## config.mk

```make
export PLATFORM = sky130hd
export DESIGN_NAME = sysclk_ctl_reg
export DESIGN_NICKNAME = d
export VERILOG_FILES = /design/src/rtl/sysclk_pkg.sv /design/src/rtl/sysclk_pll_settle.sv /design/src/rtl/sysclk_div_decode.sv /design/src/rtl/sysclk_wr_filter.sv /design/src/rtl/sysclk_ctl_reg.sv
export SDC_FILE = /design/constraint.sdc
export NUM_CORES = 1
export LEC_CHECK = 0
export BUFFER_PORTS_ARGS = -buffer_cell sky130_fd_sc_hd__buf_2
export CELL_PAD_IN_SITES_DETAIL_PLACEMENT = 1
export CELL_PAD_IN_SITES_GLOBAL_PLACEMENT = 1
export CORE_MARGIN = 1.5
export CORE_UTILIZATION = 30
export CTS_CLUSTER_SIZE = 30
export DETAILED_ROUTE_END_ITERATION = 7
export GPL_ROUTABILITY_DRIVEN = 0
export PLACE_DENSITY_LB_ADDON = 0.25
export SYNTH_ARGS = -nofsm -noshare
export SYNTH_HDL_FRONTEND = slang
export SYNTH_SLANG_ARGS = --single-unit
```

## constraint.sdc

```tcl
create_clock -name clk -period 1.7 [get_ports clk]
set_input_delay 0.17 -clock clk [delete_from_list [all_inputs] [get_ports clk]]
set_output_delay 0.17 -clock clk [all_outputs]
set_load 0.03 [all_outputs]
```

## src/rtl/sysclk_pkg.sv

```systemverilog
package sysclk_pkg;
  localparam int REG_W   = 8;
  localparam int B_STOP  = 0;
  localparam int B_PLL   = 1;
  localparam int B_RSV_L = 2;
  localparam int B_RSV_H = 4;
  localparam int B_DRV   = 5;
  localparam int B_DIV_L = 6;
  localparam int B_DIV_H = 7;
  localparam logic [REG_W-1:0] RESET_VAL = 8'h20;

  typedef logic [REG_W-1:0] ctl_word_t;
endpackage

```

## src/rtl/sysclk_pll_settle.sv

```systemverilog
module sysclk_pll_settle #(
  parameter int SETTLE_CYC = 16
) (
  input  logic clk,
  input  logic rst_n,
  input  logic pll_enable,
  output logic pll_ready
);
  localparam int CW = $clog2(SETTLE_CYC + 1);
  localparam logic [CW-1:0] LIMIT = CW'(SETTLE_CYC);

  logic [CW-1:0] cnt_q;

  always_ff @(posedge clk or negedge rst_n) begin
    if (!rst_n)              cnt_q <= '0;
    else if (!pll_enable)    cnt_q <= '0;
    else if (cnt_q != LIMIT) cnt_q <= cnt_q + 1'b1;
  end

  assign pll_ready = (cnt_q == LIMIT);

  // losing the enable drops readiness on the next edge
  assert_ready_drops_R9: assert property (@(posedge clk) disable iff (!rst_n)
    !pll_enable |=> !pll_ready);

  // readiness only appears while the PLL was enabled
  assert_ready_needs_enable_R9: assert property (@(posedge clk) disable iff (!rst_n)
    $rose(pll_ready) |-> $past(pll_enable));
endmodule

```

## src/rtl/sysclk_div_decode.sv

```systemverilog
module sysclk_div_decode #(
  parameter int RW      = 5,
  parameter int OVR_DIV = 8
) (
  input  logic [1:0]    div_code,
  input  logic          div_override,
  output logic [RW-1:0] div_ratio
);
  always_comb begin
    if (div_override) begin
      div_ratio = RW'(OVR_DIV);
    end else begin
      unique case (div_code)
        2'b00:   div_ratio = RW'(1);
        2'b01:   div_ratio = RW'(2);
        2'b10:   div_ratio = RW'(4);
        default: div_ratio = RW'(16);
      endcase
    end
  end
endmodule

```

## src/rtl/sysclk_wr_filter.sv

```systemverilog
module sysclk_wr_filter
  import sysclk_pkg::*;
(
  input  ctl_word_t cur,
  input  ctl_word_t wdata,
  input  logic      wr_go,
  input  logic      mod_lock,
  input  logic      wdt_lock,
  input  logic      osc_stop_det_en,
  input  logic      pll_ready,
  input  logic      low_speed,
  input  logic      main_off_evt,
  output ctl_word_t nxt,
  output logic      reject
);
  always_comb begin
    nxt    = cur;
    reject = 1'b0;
    if (wr_go) begin
      nxt[B_DIV_H:B_DIV_L] = wdata[B_DIV_H:B_DIV_L];
      nxt[B_DRV]           = wdata[B_DRV];
      nxt[B_RSV_H:B_RSV_L] = '0;
      // clock select: lock, then settle guard
      if (wdata[B_PLL] != cur[B_PLL]) begin
        if (mod_lock || (wdata[B_PLL] && !pll_ready)) reject = 1'b1;
        else                                          nxt[B_PLL] = wdata[B_PLL];
      end
      // stop request: locks, then PLL / oscillator-stop detection guard
      if (wdata[B_STOP] != cur[B_STOP]) begin
        if (mod_lock || wdt_lock ||
            (wdata[B_STOP] && (nxt[B_PLL] || osc_stop_det_en)))
          reject = 1'b1;
        else
          nxt[B_STOP] = wdata[B_STOP];
      end
      // entering stop from a fast mode forces strong drive
      if (nxt[B_STOP] && !cur[B_STOP] && !low_speed) nxt[B_DRV] = 1'b1;
    end
    if (main_off_evt && low_speed) nxt[B_DRV] = 1'b1;
  end
endmodule

```

## src/rtl/sysclk_ctl_reg.sv

```systemverilog
module sysclk_ctl_reg
  import sysclk_pkg::*;
#(
  parameter int SETTLE_CYC = 16,
  parameter int DIV_W      = 5,
  parameter int OVR_DIV    = 8
) (
  input  logic             clk,
  input  logic             rst_n,
  input  logic             bus_we,
  input  logic             bus_sel,
  input  logic [7:0]       bus_wdata,
  output logic [7:0]       bus_rdata,
  input  logic             wr_unlock,
  input  logic             mod_lock,
  input  logic             wdt_lock,
  input  logic             osc_stop_det_en,
  input  logic             low_speed,
  input  logic             main_off_evt,
  input  logic             div_override,
  input  logic             pll_enable,
  output logic             pll_ready,
  output logic             stop_req,
  output logic             pll_sel,
  output logic             drive_hi,
  output logic [DIV_W-1:0] div_ratio,
  output logic             wr_rejected
);
  ctl_word_t ctl_q, ctl_d;
  logic      wr_go, reject, rej_q;

  assign wr_go = bus_we && bus_sel && wr_unlock;

  sysclk_pll_settle #(.SETTLE_CYC(SETTLE_CYC)) u_settle (
    .clk        (clk),
    .rst_n      (rst_n),
    .pll_enable (pll_enable),
    .pll_ready  (pll_ready)
  );

  sysclk_wr_filter u_filter (
    .cur             (ctl_q),
    .wdata           (bus_wdata),
    .wr_go           (wr_go),
    .mod_lock        (mod_lock),
    .wdt_lock        (wdt_lock),
    .osc_stop_det_en (osc_stop_det_en),
    .pll_ready       (pll_ready),
    .low_speed       (low_speed),
    .main_off_evt    (main_off_evt),
    .nxt             (ctl_d),
    .reject          (reject)
  );

  always_ff @(posedge clk or negedge rst_n) begin
    if (!rst_n) begin
      ctl_q <= RESET_VAL;
      rej_q <= 1'b0;
    end else begin
      ctl_q <= ctl_d;
      rej_q <= rej_q | reject;
    end
  end

  sysclk_div_decode #(.RW(DIV_W), .OVR_DIV(OVR_DIV)) u_div (
    .div_code     (ctl_q[B_DIV_H:B_DIV_L]),
    .div_override (div_override),
    .div_ratio    (div_ratio)
  );

  assign bus_rdata   = {ctl_q[B_DIV_H:B_DRV], 3'b000, ctl_q[B_PLL:B_STOP]};
  assign stop_req    = ctl_q[B_STOP];
  assign pll_sel     = ctl_q[B_PLL];
  assign drive_hi    = ctl_q[B_DRV];
  assign wr_rejected = rej_q;

  // without an unlocked, selected write or a drive event nothing moves
  assert_hold_when_locked_R2: assert property (@(posedge clk) disable iff (!rst_n)
    (!(bus_we && bus_sel && wr_unlock) && !(main_off_evt && low_speed)) |=> $stable(bus_rdata));

  // stop never begins together with the PLL or with stop detection armed
  assert_stop_guard_R8: assert property (@(posedge clk) disable iff (!rst_n)
    $rose(stop_req) |-> (!pll_sel && !$past(osc_stop_det_en)));

  // PLL selection only after the settle counter finished
  assert_pll_after_settle_R9: assert property (@(posedge clk) disable iff (!rst_n)
    $rose(pll_sel) |-> $past(pll_ready));

  // stop entry from a fast mode leaves drive strength high
  assert_drive_forced_R10: assert property (@(posedge clk) disable iff (!rst_n)
    ($rose(stop_req) && $past(!low_speed)) |-> drive_hi);

  // the rejection flag is sticky
  assert_reject_sticky_R11: assert property (@(posedge clk) disable iff (!rst_n)
    wr_rejected |=> wr_rejected);
endmodule

```

# Word-level counts from Yosys, hierarchy flattened
# Cells that the tools add are included.
# classes
eq_ne	7
n_addsub	1
bitwise	1
reduce_logical	16
n_mux	18
# op_table
operator	n
5-bit 2-to-1 mux	3
5-bit case mux with 3 select lines	1
1-bit 2-to-1 mux	13
1-bit logical AND	7
6-bit 2-to-1 mux	1
5-bit by 1-bit adder with 5-bit output (second input constant)	1
5-bit == test (second input constant)	1
5-bit inequality test (second input constant)	1
1-bit logical OR	4
1-bit logical NOT	3
2-bit by 1-bit == test with 1-bit output (second input constant)	1
2-bit == test (second input constant)	1
2-bit logical NOT	1
1-bit inequality test	2
2-bit by 1-bit inequality test with 1-bit output (second input constant)	1
2-bit nonzero test	1
1-bit OR	1
# word_totals
inputBits	20
wordCells	47
out_inout_bits	18
regBits	11

# Longest topological paths before layout
# logic_depth
ltp_word	18
depth_mapped	7
ltp_nobuf	6

# Hierarchy
# From an unflattened synthesis, not the netlist that was laid out.
# hier_totals
hier_cells	82
hier_area_um2	802.0
# by_module_without_submodules
module	cells_each	area_each_um2	seq_area_each_um2	n_inst
sysclk_ctl_reg	20	302.8	226.5	1
sysclk_pll_settle	27	279.0	125.1	1
sysclk_wr_filter	30	182.7	0.0	1
sysclk_div_decode	5	37.5	0.0	1

# Worst setup path after synthesis
# Ideal clock, no wire load.
# synth_timing
path_kind	reg-to-reg
startpoint	register u_settle.cnt_q[0]
endpoint	register rej_q, in the netlist wr_rejected
setup_time_ns	0.120
n_path_buf	1
required_ns	1.580
synth_period_minus_slack_ns	1.594
setup_slack_ns	0.106
path_stages_with_launch	8
arrival_ns	1.474
cell_sequence	dfrtp_1 -> inv_1 -> ha_1 -> nor4bb_1 -> buf_4 -> and2b_1 -> o2111ai_1 -> a41o_1
# synth_between
elab_chain_len	14
word_cells_on_any_way	16
classes_between	eq/ne (1); mux (8); bitwise (1); reduce/logical (6)
# synth_rtl
item	line_no	rtl
start, declared	sysclk_pll_settle.sv:12	logic [CW-1:0] cnt_q;
start signal, assigned	sysclk_pll_settle.sv:17	else if (cnt_q != LIMIT) cnt_q <= cnt_q + 1'b1;
5-bit == test (*)	sysclk_pll_settle.sv:20	assign pll_ready = (cnt_q == LIMIT);
net pll_ready	sysclk_ctl_reg.sv:22	output logic pll_ready,
1-bit logical NOT (*)	sysclk_wr_filter.sv:25	if (mod_lock || (wdata[B_PLL] && !pll_ready)) reject = 1'b1;
1-bit logical AND (*)	sysclk_wr_filter.sv:25	
1-bit logical OR (*)	sysclk_wr_filter.sv:25	
1-bit 2-to-1 mux	sysclk_wr_filter.sv:25	
1-bit 2-to-1 mux	sysclk_wr_filter.sv:24	if (wdata[B_PLL] != cur[B_PLL]) begin
1-bit 2-to-1 mux	sysclk_wr_filter.sv:19	if (wr_go) begin
1-bit logical OR	sysclk_wr_filter.sv:31	(wdata[B_STOP] && (nxt[B_PLL] || osc_stop_det_en)))
1-bit logical AND	sysclk_wr_filter.sv:31	
1-bit logical OR	sysclk_wr_filter.sv:30	if (mod_lock || wdt_lock ||
1-bit 2-to-1 mux	sysclk_wr_filter.sv:30	
1-bit 2-to-1 mux (*)	sysclk_wr_filter.sv:29	if (wdata[B_STOP] != cur[B_STOP]) begin
1-bit 2-to-1 mux (*)	sysclk_wr_filter.sv:19	
1-bit OR (*)	sysclk_ctl_reg.sv:61	rej_q <= rej_q | reject;
end signal, assigned	sysclk_ctl_reg.sv:61	
end, declared	sysclk_ctl_reg.sv:30	logic wr_go, reject, rej_q;
# The timed path passes the listed nets; every way through them passes the cells marked *. The select of a mux whose other input is x is not followed.
# A chain may end at the register's enable or synchronous reset.

# Worst setup path in the final report
# layout_timing
startpoint	register u_settle.cnt_q[0]
endpoint	output port pll_ready
# layout_between
elab_chain_len	1
# layout_rtl
item	line_no
5-bit == test	sysclk_pll_settle.sv:20
end, declared	sysclk_ctl_reg.sv:22
# No other way between the ends.

==> results.md <==
- The worst setup path is captured at a primary output.
- Summing the areas of all compound-gate instances in the mapped netlist gives 10.87% of the synthesized area.
- The count of routing violations after the opening detailed-route iteration is 0.
- Buffers placed on the I/O ports in this run total 31.
- The number of max-slew violations in the final report is 0.
- In this design, the critical path's most frequently occurring cell is sky130_fd_sc_hd__buf_4.
- The share of synthesized area spent on multiplexers is 4.788%.
- No sink is reached through more buffers than the 2 on the longest clock path.
- The largest family of logic cells by synthesized area is simple AND/OR/NAND/NOR gates.
- The distinct cell type count after synthesis is 31.
- The sequential cells in the finished layout cover a total of 276.5 sq um.
- Max-cap violations in this run came to 0.
- The final-layout setup total negative slack is 0 ns.
- Of the total synthesized cell area, the portion taken by AND, OR, NAND and NOR gates is 22.65%.
- The detailed router put a total of 646 microns of wire on met1.
- The count of boundary I/O pins is 38.
- Clock-pin slew was measured on the worst setup and hold paths at 0.07 ns.
- The area added between synthesis and finish is 32.04%.
- The ratio of final minimum period to clock period is 94.85%.
- In this run, synthesis produced a sequential element count of 11.
- The highest layer used for signal routing is met3.
- For this design the ratio of total power to cell area is 799.7 nW/um^2.
- The wire-length estimate of the detail-placed layout is 1187 microns.
- The clock sink total is 11.
- The number of clock buffers added by TritonCTS is 3.
- At the later pin of the worst-skew pair, clock insertion delay measures 0.26 ns.
- The total met2 wirelength after detailed routing is 778 microns.
- Summing the areas of all fa, ha and maj instances in the mapped netlist gives 3.683% of the synthesized area.
- The synthesized area per cell is 9.846 sq um.
- The run finished with clean final reports.
- The post-layout net count is 126.
- Subtracting the final worst setup slack from the clock period gives 1.612 ns.
- The netlist area before placement is 679.4 sq um.
- The total design power is 0.7174 mW.
- The floorplan step set the die height to 50.59 microns.
- The clock arrives with 0.006854 ns of skew.
- The cell family contributing the most delay on the critical path is flip-flops.
- In this run the standard cell core region covers 2170 sq um.
- The slowest cell on the critical path is sky130_fd_sc_hd__dfrtp_1.
- The multi-input combinational cells in the finished layout cover a total of 346.6 sq um.
- In this run the number of H-tree levels came out at 1.
- The sum of buffers and inverters on the critical path is 3.
- For this design the static power due to leakage is 0.4398 nW.
- The synthesis warning total is 0.
- The kind of start point of the critical path is a flop.
- The initial utilization of the core area, before any placement, comes to 31.31%.
- The global-route wire length before repair is 2546 microns.
- The via count of the first global-routing pass came to 638.
- The share of the yosys chip area belonging to registers is 40.70%.
- In this run the remaining antenna-violating nets after routing total 0.
- Traced cell by cell, the critical path runs through inv_1, ha_1, nor4bb_4, buf_4, buf_4.
- Data on the critical path arrives at its endpoint at 1.44 ns.
- Of the cells placed in the final design, the portion with a size suffix greater than 1 is 43.69%.
- After Yosys synthesis, XOR and XNOR cells account for 5.157% of the synthesized area.
- The number of endpoints failing setup at the final stage is 0.
- After floorplanning, the core was divided into 17 placement rows.
- The floorplan die width is 50.59 microns.
- The path class of the lowest-slack min-delay path is in2reg.
- The routed design uses 95 microns of met3 wire.
- The library cells used most frequently in the layout, excluding fill and tap cells, are sky130_fd_sc_hd__buf_2 (30), sky130_fd_sc_hd__dfrtp_1 (10), sky130_fd_sc_hd__buf_4 (6), sky130_fd_sc_hd__a21oi_1 (4).
- The total global routing overflow is 0.
- The CTS tree is built.
- For this run, the detailed router's first-pass iteration total came to 1.
- The antenna cell count is 0.
- The die outline area is 2559 sq um.
- After detailed routing, the average wire length per cell comes to 11.60 microns.
- The top fanout value on the critical path is 5.
- The final core utilization is 41.35%.
- Using the TritonRoute via totals, the vias-per-cell ratio works out to 4.573.
- The worst-case IR drop observed on VDD is 0.4375 mV.
- The routed via count is 599.
- The hold violation count in the final report is 0.
- The delay of the slowest cell on the worst path is 0.39 ns.
- The pin count of the biggest net entering global routing is 12.
- After technology mapping, the gate count stands at 69.
- The final wirelength is 1520 microns.
- The total of fill cells in the finished design is 279.
- At the worst endpoint, the required time is 1.53 ns.
- The most common cell after layout, fill and taps aside is sky130_fd_sc_hd__buf_2.
- Timing would allow up to 620.2 MHz.
- The kind of critical path is reg2out.
- Global routing used 12.91% of the available tracks across all layers.
- The final routed DRC violation total is 0.
- The initial antenna violation count came to 0.
- The root cell of the clock tree is sky130_fd_sc_hd__clkbuf_4.
metrics by stage:
| step | hold WS, ns | cell area (sq um) | instances | worst slack [ns] |
|---|---|---|---|---|
| floorplan | -0.1256 | 686.9 | 71 | 0.1059 |
| global placement | 0.05327 | 828.3 | 124 | 0.1424 |
| finish | 0.1478 | 897.1 | 131 | 0.08758 |
| CTS | 0.1423 | 864.6 | 129 | 0.01274 |
| global route | 0.1495 | 897.1 | 131 | -0.01959 |
| detailed placement | 0.05359 | 828.3 | 124 | 0.1335 |
Yosys cell counts:
library cell,n,area share (%)
sky130_fd_sc_hd__and3_2,1,1.1
sky130_fd_sc_hd__inv_1,2,1.1
sky130_fd_sc_hd__xnor2_1,3,3.9
sky130_fd_sc_hd__or2b_2,1,1.3
sky130_fd_sc_hd__o2111ai_1,1,1.3
sky130_fd_sc_hd__nand2_1,2,1.1
sky130_fd_sc_hd__nand4b_1,1,1.3
sky130_fd_sc_hd__a31oi_1,2,1.8
sky130_fd_sc_hd__nand3_1,3,2.2
sky130_fd_sc_hd__mux2_2,2,3.3
sky130_fd_sc_hd__and2_1,3,2.8
sky130_fd_sc_hd__dfrtp_1,10,37
sky130_fd_sc_hd__and2b_1,1,1.1
sky130_fd_sc_hd__nor2b_1,2,1.8
sky130_fd_sc_hd__a211oi_1,1,1.1
sky130_fd_sc_hd__buf_4,8,8.8
sky130_fd_sc_hd__nor3b_1,2,2.2
sky130_fd_sc_hd__o21ai_0,3,2.2
sky130_fd_sc_hd__nor3_1,3,2.2
sky130_fd_sc_hd__a41o_1,1,1.5
sky130_fd_sc_hd__and3b_1,1,1.3
sky130_fd_sc_hd__or2b_1,1,1.1
sky130_fd_sc_hd__a21oi_1,4,2.9
sky130_fd_sc_hd__conb_1,1,0.55
sky130_fd_sc_hd__xor2_1,1,1.3
sky130_fd_sc_hd__nor2_1,3,1.7
sky130_fd_sc_hd__buf_6,1,1.7
sky130_fd_sc_hd__nor4bb_1,1,1.5
sky130_fd_sc_hd__dfstp_2,1,3.9
sky130_fd_sc_hd__ha_1,2,3.7
sky130_fd_sc_hd__mux2i_1,1,1.5
metal layers:
metal | track usage, % | vias up
met2 | 24.34 | 19
met3 | 4.762 | 0
met4 | 1.351 | 0
met5 | 0 | -
met1 | 14.07 | 283
li1 | - | 297
sequential cells by signal, summed over array words and instances, names as in the netlist:
| signal | cells |
|---|---|
| wr_rejected | 1 |
| ctl_q | 5 |
| u_settle.cnt_q | 5 |
report_power, final:
group          total, mW  internal (mW)  switching (mW)
sequential         0.311          0.286          0.0249
combinational      0.231         0.0846           0.147
clock              0.175         0.0907          0.0846
logic make-up after synthesis:
kind of cell | count (synthesis)
and+or+nand+nor | 25
AOI/OAI and AO/OA | 12
DFF | 11
buffers and inverters | 11
xor gates and xnor gates | 4
muxes | 3
adders and majority gates | 2
other | 1
final cells by class:
class | count | area share [%]
Multi-Input combinational cell | 49 | 38.63
Sequential cell | 11 | 30.82
Timing Repair Buffer | 37 | 22.87
Tap cell | 28 | 3.905
Clock buffer | 4 | 2.929
Inverter | 2 | 0.8368
final timing paths:
kind                       cells past startpoint              start  slack, ns                 to
setup / recovery                               5  u_settle.cnt_q[0]       0.09          pll_ready
hold reg to reg                                1        wr_rejected       0.47        wr_rejected
max in group asynchronous                      2              rst_n       1.14           ctl_q[5]
hold / removal                                 2       bus_wdata[7]       0.15           ctl_q[7]
setup reg to reg                               7  u_settle.cnt_q[0]       0.13        wr_rejected
min in group asynchronous                      2              rst_n       0.29  u_settle.cnt_q[0]
timing repair:
action,4_1_cts,5_1_grt
hold buffers,1,0
endpoints found under the hold margin,10,0
resized for setup,0,4
endpoints found under the setup margin,0,2
buffers inserted,0,2
Note: power is estimated with default switching activity, not from simulation.
